--- src/rtl/cs_spi_pkg.sv ---
package cs_spi_pkg;

    localparam int WORD_MAX = 32;
    localparam int BITIDX_W = $clog2(WORD_MAX);

    typedef enum logic [2:0] {
        ST_IDLE,
        ST_LEAD,
        ST_CLK_LO,
        ST_CLK_HI,
        ST_DONE,
        ST_REST
    } spi_state_t;

    // Index of the first bit sent: n-1 for the selected word length.
    function automatic logic [BITIDX_W-1:0] top_index(input logic [1:0] sel);
        logic [BITIDX_W-1:0] idx;
        unique case (sel)
            2'b00:   idx = BITIDX_W'(7);
            2'b01:   idx = BITIDX_W'(15);
            default: idx = BITIDX_W'(WORD_MAX - 1);
        endcase
        return idx;
    endfunction

endpackage

--- src/rtl/cs_spi_phase_calc.sv ---
// Converts the divide value into high/low phase lengths counted in clk
// cycles (clk runs at twice the sample rate).
module cs_spi_phase_calc #(
    parameter int DIV_W = 8
) (
    input  logic [DIV_W-1:0] div,
    output logic [DIV_W:0]   hi_len,
    output logic [DIV_W:0]   lo_len
);
    localparam int CNT_W = DIV_W + 1;

    logic [CNT_W-1:0] div_ext;

    always_comb begin
        div_ext = {1'b0, div};
        if (div == '0 || div[0]) begin
            hi_len = div_ext + CNT_W'(1);
            lo_len = div_ext + CNT_W'(1);
        end else begin
            hi_len = div_ext + CNT_W'(2);
            lo_len = div_ext;
        end
    end

endmodule

--- src/rtl/cs_spi_shifter.sv ---
// Transmit and receive shift registers, MSB first.
module cs_spi_shifter
    import cs_spi_pkg::*;
(
    input  logic                clk,
    input  logic                rst_n,
    input  logic                load,
    input  logic [WORD_MAX-1:0] tx_word,
    input  logic [1:0]          len_sel,
    input  logic                shift_out,
    input  logic                sample_in,
    input  logic                miso,
    output logic                mosi_bit,
    output logic [WORD_MAX-1:0] rx_data
);
    logic [WORD_MAX-1:0] tx_sh;
    logic [BITIDX_W-1:0] align;

    // Left-align the word so that bit n-1 sits at the top of the register.
    always_comb begin
        align = BITIDX_W'(WORD_MAX - 1) - top_index(len_sel);
    end

    always_ff @(posedge clk or negedge rst_n) begin
        if (!rst_n) begin
            tx_sh   <= '0;
            rx_data <= '0;
        end else if (load) begin
            tx_sh   <= tx_word << align;
            rx_data <= '0;
        end else begin
            if (shift_out) tx_sh   <= {tx_sh[WORD_MAX-2:0], 1'b0};
            if (sample_in) rx_data <= {rx_data[WORD_MAX-2:0], miso};
        end
    end

    assign mosi_bit = tx_sh[WORD_MAX-1];

endmodule

--- src/rtl/cs_spi_master.sv ---
module cs_spi_master
    import cs_spi_pkg::*;
#(
    parameter int DIV_W = 8
) (
    input  logic                clk,
    input  logic                rst_n,
    input  logic                start,
    input  logic [WORD_MAX-1:0] tx_word,
    input  logic [DIV_W-1:0]    div_val,
    input  logic [1:0]          len_sel,
    input  logic                miso,
    output logic                sclk,
    output logic                ss_n,
    output logic                mosi,
    output logic                mosi_oe,
    output logic [WORD_MAX-1:0] rx_word,
    output logic                done
);
    localparam int CNT_W = DIV_W + 1;

    spi_state_t          state, nxt;
    logic [CNT_W-1:0]    hi_calc, lo_calc;
    logic [CNT_W-1:0]    hi_q, lo_q, cnt;
    logic [BITIDX_W-1:0] bits_left;
    logic [WORD_MAX-1:0] rx_data;
    logic                mosi_bit;
    logic                accept, cnt_end, last_bit;
    logic                to_hi, shift_out, word_end;

    cs_spi_phase_calc #(.DIV_W(DIV_W)) u_phase (
        .div    (div_val),
        .hi_len (hi_calc),
        .lo_len (lo_calc)
    );

    cs_spi_shifter u_shift (
        .clk       (clk),
        .rst_n     (rst_n),
        .load      (accept),
        .tx_word   (tx_word),
        .len_sel   (len_sel),
        .shift_out (shift_out),
        .sample_in (to_hi),
        .miso      (miso),
        .mosi_bit  (mosi_bit),
        .rx_data   (rx_data)
    );

    always_comb begin
        cnt_end   = (cnt == '0);
        last_bit  = (bits_left == '0);
        accept    = start && (state == ST_IDLE || state == ST_REST);
        to_hi     = (state == ST_CLK_LO) && cnt_end;
        shift_out = (state == ST_CLK_HI) && cnt_end && !last_bit;
        word_end  = (state == ST_CLK_HI) && cnt_end && last_bit;
    end

    // Next-state logic.
    always_comb begin
        nxt = state;
        unique case (state)
            ST_IDLE:   if (start) nxt = ST_LEAD;
            ST_LEAD:   if (cnt_end) nxt = ST_CLK_LO;
            ST_CLK_LO: if (cnt_end) nxt = ST_CLK_HI;
            ST_CLK_HI: if (cnt_end) nxt = last_bit ? ST_DONE : ST_CLK_LO;
            ST_DONE:   nxt = ST_REST;
            ST_REST:   nxt = start ? ST_LEAD : ST_IDLE;
            default:   nxt = ST_IDLE;
        endcase
    end

    // State register.
    always_ff @(posedge clk or negedge rst_n) begin
        if (!rst_n) state <= ST_IDLE;
        else        state <= nxt;
    end

    // Phase counter, latched divider and bit counter.
    always_ff @(posedge clk or negedge rst_n) begin
        if (!rst_n) begin
            hi_q      <= '0;
            lo_q      <= '0;
            cnt       <= '0;
            bits_left <= '0;
            rx_word   <= '0;
        end else begin
            if (accept) begin
                hi_q      <= hi_calc;
                lo_q      <= lo_calc;
                cnt       <= lo_calc - CNT_W'(1);
                bits_left <= top_index(len_sel);
            end else if (state == ST_LEAD && cnt_end) begin
                cnt <= lo_q - CNT_W'(1);
            end else if (to_hi) begin
                cnt <= hi_q - CNT_W'(1);
            end else if (shift_out) begin
                cnt       <= lo_q - CNT_W'(1);
                bits_left <= bits_left - BITIDX_W'(1);
            end else if (!cnt_end) begin
                cnt <= cnt - CNT_W'(1);
            end
            if (word_end) rx_word <= rx_data;
        end
    end

    // Outputs decoded from the state.
    always_comb begin
        sclk    = (state != ST_CLK_LO);
        ss_n    = !(state == ST_LEAD || state == ST_CLK_LO || state == ST_CLK_HI);
        mosi_oe = !ss_n;
        mosi    = mosi_oe && mosi_bit;
        done    = (state == ST_DONE);
    end

    // ---------------- assertions ----------------
    assert_clk_framed_R2: assert property (@(posedge clk) disable iff (!rst_n)
        (sclk != $past(sclk)) |-> !ss_n)
        else $error("sclk moved while select high");

    assert_release_on_high_R9: assert property (@(posedge clk) disable iff (!rst_n)
        $rose(ss_n) |-> (sclk && done && !mosi_oe))
        else $error("select released without high clock and done");

    assert_done_pulse_R9: assert property (@(posedge clk) disable iff (!rst_n)
        done |=> !done)
        else $error("done wider than one cycle");

    assert_busy_start_ignored_R10: assert property (@(posedge clk) disable iff (!rst_n)
        (!ss_n && start) |=> ($stable(hi_q) && $stable(lo_q) && $stable(bits_left) || shift_out || $past(shift_out)))
        else $error("start accepted while busy");

    assert_min_gap_R12: assert property (@(posedge clk) disable iff (!rst_n)
        $rose(ss_n) |=> ss_n)
        else $error("select reasserted without idle gap");

    assert_lead_high_R2: assert property (@(posedge clk) disable iff (!rst_n)
        $fell(ss_n) |-> sclk)
        else $error("select fell with clock low");

endmodule

--- config.mk ---
export PLATFORM = sky130hd
export DESIGN_NAME = cs_spi_master
export DESIGN_NICKNAME = d
export VERILOG_FILES = /design/src/rtl/cs_spi_pkg.sv /design/src/rtl/cs_spi_phase_calc.sv /design/src/rtl/cs_spi_shifter.sv /design/src/rtl/cs_spi_master.sv
export SDC_FILE = /design/constraint.sdc
export NUM_CORES = 1
export LEC_CHECK = 0
export ABC_CLOCK_PERIOD_IN_PS = 3550
export CAP_MARGIN = 10
export CELL_PAD_IN_SITES_DETAIL_PLACEMENT = 1
export CELL_PAD_IN_SITES_GLOBAL_PLACEMENT = 1
export CORE_MARGIN = 10
export CORE_UTILIZATION = 43
export DETAILED_ROUTE_END_ITERATION = 10
export PLACE_DENSITY = 0.81
export SETUP_SLACK_MARGIN = 0.1
export SLEW_MARGIN = 15
export SYNTH_ARGS = -nofsm -noshare
export SYNTH_HDL_FRONTEND = slang
export SYNTH_SLANG_ARGS = --single-unit
--- constraint.sdc ---
create_clock -name clk -period 3.55 [get_ports clk]
set_input_delay 0.71 -clock clk [delete_from_list [all_inputs] [get_ports clk]]
set_output_delay 0.71 -clock clk [all_outputs]
set_load 0.005 [all_outputs]
==> metrics, run 1 <==
status=finished clean; Final setup viols=0; worst setup path endpoint=cnt[6]; Post-Synthesis Cells=roughly 700; RR Endpoint=bits_left[4]; r2r setup slk=0.68 ns; syn avg cell area=9.281 um2; CTS Buf Count=17; register area=0.003253 mm2; clock buffer depth=2; fin util=54.44%; Placement Cell Area=0.007611 mm2; placed cell count=~950; #FFs+latches synth=130; die height=143.7 um; power per cell area=419.3 mW/mm2; post-layout min period=3.197 ns; post-synthesis async set-or-reset flop share=100.0%; vias in the first global route=6003; final hold vios=0; drt pass-1 iters=5; main flop type after synthesis=dfrtp_1; initial antenna violation count=1; RSZ-0062 raised after global routing=false; Top Ports=83; Lkg Pwr=3.600 nW; synthesis-to-finish area growth=24.83%; Total GRT Usage=18.44%; DR WL/cell=18.87 um; Ys Warns=0; I/O Buffers=82; routed vias/inst=5.654; Initial Utilization=43.61%; Crit Path Category=in2reg; CTS Root Cell=clkbuf_16; post-cts sizing count=0; post-DP HPWL=12730 um; cell row count=45; total global routing overflow=0; final std cells w/o fill=slightly below 1000; Post-Syn Nets=764; share of cells above drive strength 1=11.13%; register area share after synthesis=49.44%; Setup Buffers After CTS=0; FF-to-FF path depth=9; fin area=0.008214 mm2; CTS tree=done; hold slack final=0.3973 ns; Least-Margin Pin Slew=0.8977 ns; H-tree levels=4; CTS Sinks=130; fmax=0.3128 GHz; Hold Crit Class=in2async; crit path max fanout=5; post-route clock skew=0.007309 ns; Setup crit end kind=register; total die area=between 0.02 and 0.025 mm2; gpl congestion=0.8984; multi-input logic area=0.003090 mm2; Post-CTS Hold Buffers=0; Die W=143.7 um; # DRC=0; First DRT Iteration DRCs=around 360; Detail Route Antenna Nets=0; Total Wirelength=roughly 18000 um; CP required=3.84 ns; clock transition at the registers of the reported paths=~0.060 ns; Yosys cell types=52; fill count=around 1700; Worst Path Arrival=3.49 ns; mapped cell area=~0.0066 mm2; number of flops mapped to enable cells by yosys=0; pin count of the biggest net entering global routing=95; Total Nets Final=roughly 830; worst r2r src=cnt[0]; first-pass GRT wire length=30540 um; crit path launch type=input pin; Max-slew headroom=40.15%; Slew Viols, Final=0; Tcrit/Tclk final=approximately 90%; maximum vdd drop=0.0003396 V; ANT cells=0; core area=about 0.015 mm2; via count=~5500; crit path launch=div_val[1]; TNS Setup=0 ns; Max-cap violations=0; clk_lat worst skew=0.43 ns
[report_power, final]
part / total, W / internal, W / switching, W
Clock: 0.00178 / 0.00108 / 0.000694
Combinational: 0.000185 / 0.0000821 / 0.000103
Sequential: 0.00148 / 0.00148 / 0
[worst min path at each step]
stage	from	to	cells after the start
after floorplan	rst_n	bits_left[0]	0
after global placement	u_shift.rx_data[31]	u_shift.rx_data[31]	2
after detailed placement	u_shift.rx_data[31]	u_shift.rx_data[31]	2
after CTS	rst_n	u_shift.tx_sh[25]	1
after global routing	rst_n	u_shift.tx_sh[24]	1
final	rst_n	u_shift.tx_sh[13]	1
[Yosys cell counts, drive strengths merged, types with 3 or more instances]
cell type | n | share of area [%]
nand2 | 162 | 9.2
dfrtp | 130 | 49
nand3 | 50 | 3.8
nor2 | 46 | 2.6
clkbuf | 34 | 1.9
mux2 | 32 | 5.5
a31oi | 27 | 2.6
a21oi | 23 | 1.7
o21ai | 21 | 1.6
xnor2 | 20 | 2.7
xor2 | 18 | 2.4
buf | 16 | 1.1
mux2i | 12 | 1.8
inv | 11 | 0.63
a211oi | 10 | 1.1
ha | 9 | 1.7
nor3 | 9 | 0.76
a22oi | 6 | 0.68
o22ai | 6 | 0.57
a221o | 5 | 0.76
nor4 | 5 | 0.70
o211ai | 5 | 0.57
o31ai | 5 | 0.57
and2 | 4 | 0.38
nand4 | 4 | 0.38
a221oi | 3 | 0.40
nand3b | 3 | 0.34
nor2b | 3 | 0.29
nor4b | 3 | 0.40
or3 | 3 | 0.29
or4 | 3 | 0.34
[cell families after synthesis]
logic type                 Yosys count  share of synthesized area [%]
xor gates and xnor gates            38                          5.058
muxes                               44                          7.302
and+or+nand+nor                    306                          20.92
adders and majority gates            9                          1.711
buffers and inverters               61                          3.632
DFF                                130                          49.44
AOI/OAI and AO/OA                  121                          11.94
[flip-flops by register name, indices dropped and copies added, names as in the netlist]
| signal | flops |
|---|---|
| state | 3 |
| u_shift.rx_data | 32 |
| rx_word | 32 |
| cnt | 9 |
| u_shift.tx_sh | 32 |
| lo_q | 8 |
| hi_q | 9 |
| bits_left | 5 |
[metal layers]
layer,vias up,track usage [%],share of wire (%)
li1,2615,-,-
met4,2,8.006,2.3
met5,-,0,0.054
met2,104,31.72,51
met3,36,4.521,4.2
met1,2778,21.33,43
[layout make-up]
class / instances / area share, %
tap: 188 / 2.864
multi-input combinational: 518 / 37.62
timing repair buffer: 100 / 12.06
clock inverter: 13 / 1.828
clock buffer: 19 / 5.514
inverter: 11 / 0.5027
sequential: 130 / 39.60
[layout by cell type (no fill, tap or decap), types with 8 or more instances in the layout]
cell | netlist | routed
clkdlybuf4s50_1 | 0 | 81
inv_1 | 11 | 11
nand3_1 | 50 | 50
ha_1 | 9 | 9
xnor2_1 | 20 | 20
xor2_1 | 18 | 18
nor2_1 | 46 | 46
nand2_1 | 162 | 162
buf_4 | 0 | 16
a21oi_1 | 23 | 23
mux2_2 | 32 | 32
a211oi_1 | 10 | 10
dfrtp_1 | 130 | 130
a31oi_1 | 27 | 27
mux2i_1 | 12 | 12
clkbuf_16 | 0 | 17
o21ai_0 | 19 | 19
nor3_1 | 8 | 8
[critical path, cell delays in order]
cell and delay, ns:
clkdlybuf4s50_1 0.49, inv_1 0.14, ha_1 0.15, nor4b_1 0.35, nand2_1 0.16, o21ai_0 0.25
buf_4 0.18, a21oi_1 0.09, ha_1 0.23, o211ai_1 0.17, mux2i_1 0.29, xnor2_1 0.16
o22ai_1 0.11
[per-stage QoR]
stage	setup WS (ns)	power (W)
after detailed placement	-0.1184	0.001695
after global routing	0.1572	0.003558
after floorplan	0.5187	0.001579
final	0.3527	0.003444
after global placement	0.1841	0.001689
after CTS	0.3376	0.003479
Power figures use the tool's default switching activity.
==> run 2, diff against run 1 <==
- CTS_CLUSTER_SIZE: default -> 40
==> results of run 2 <==
The final DEF is identical to that of run 1; final timing and power are the same.
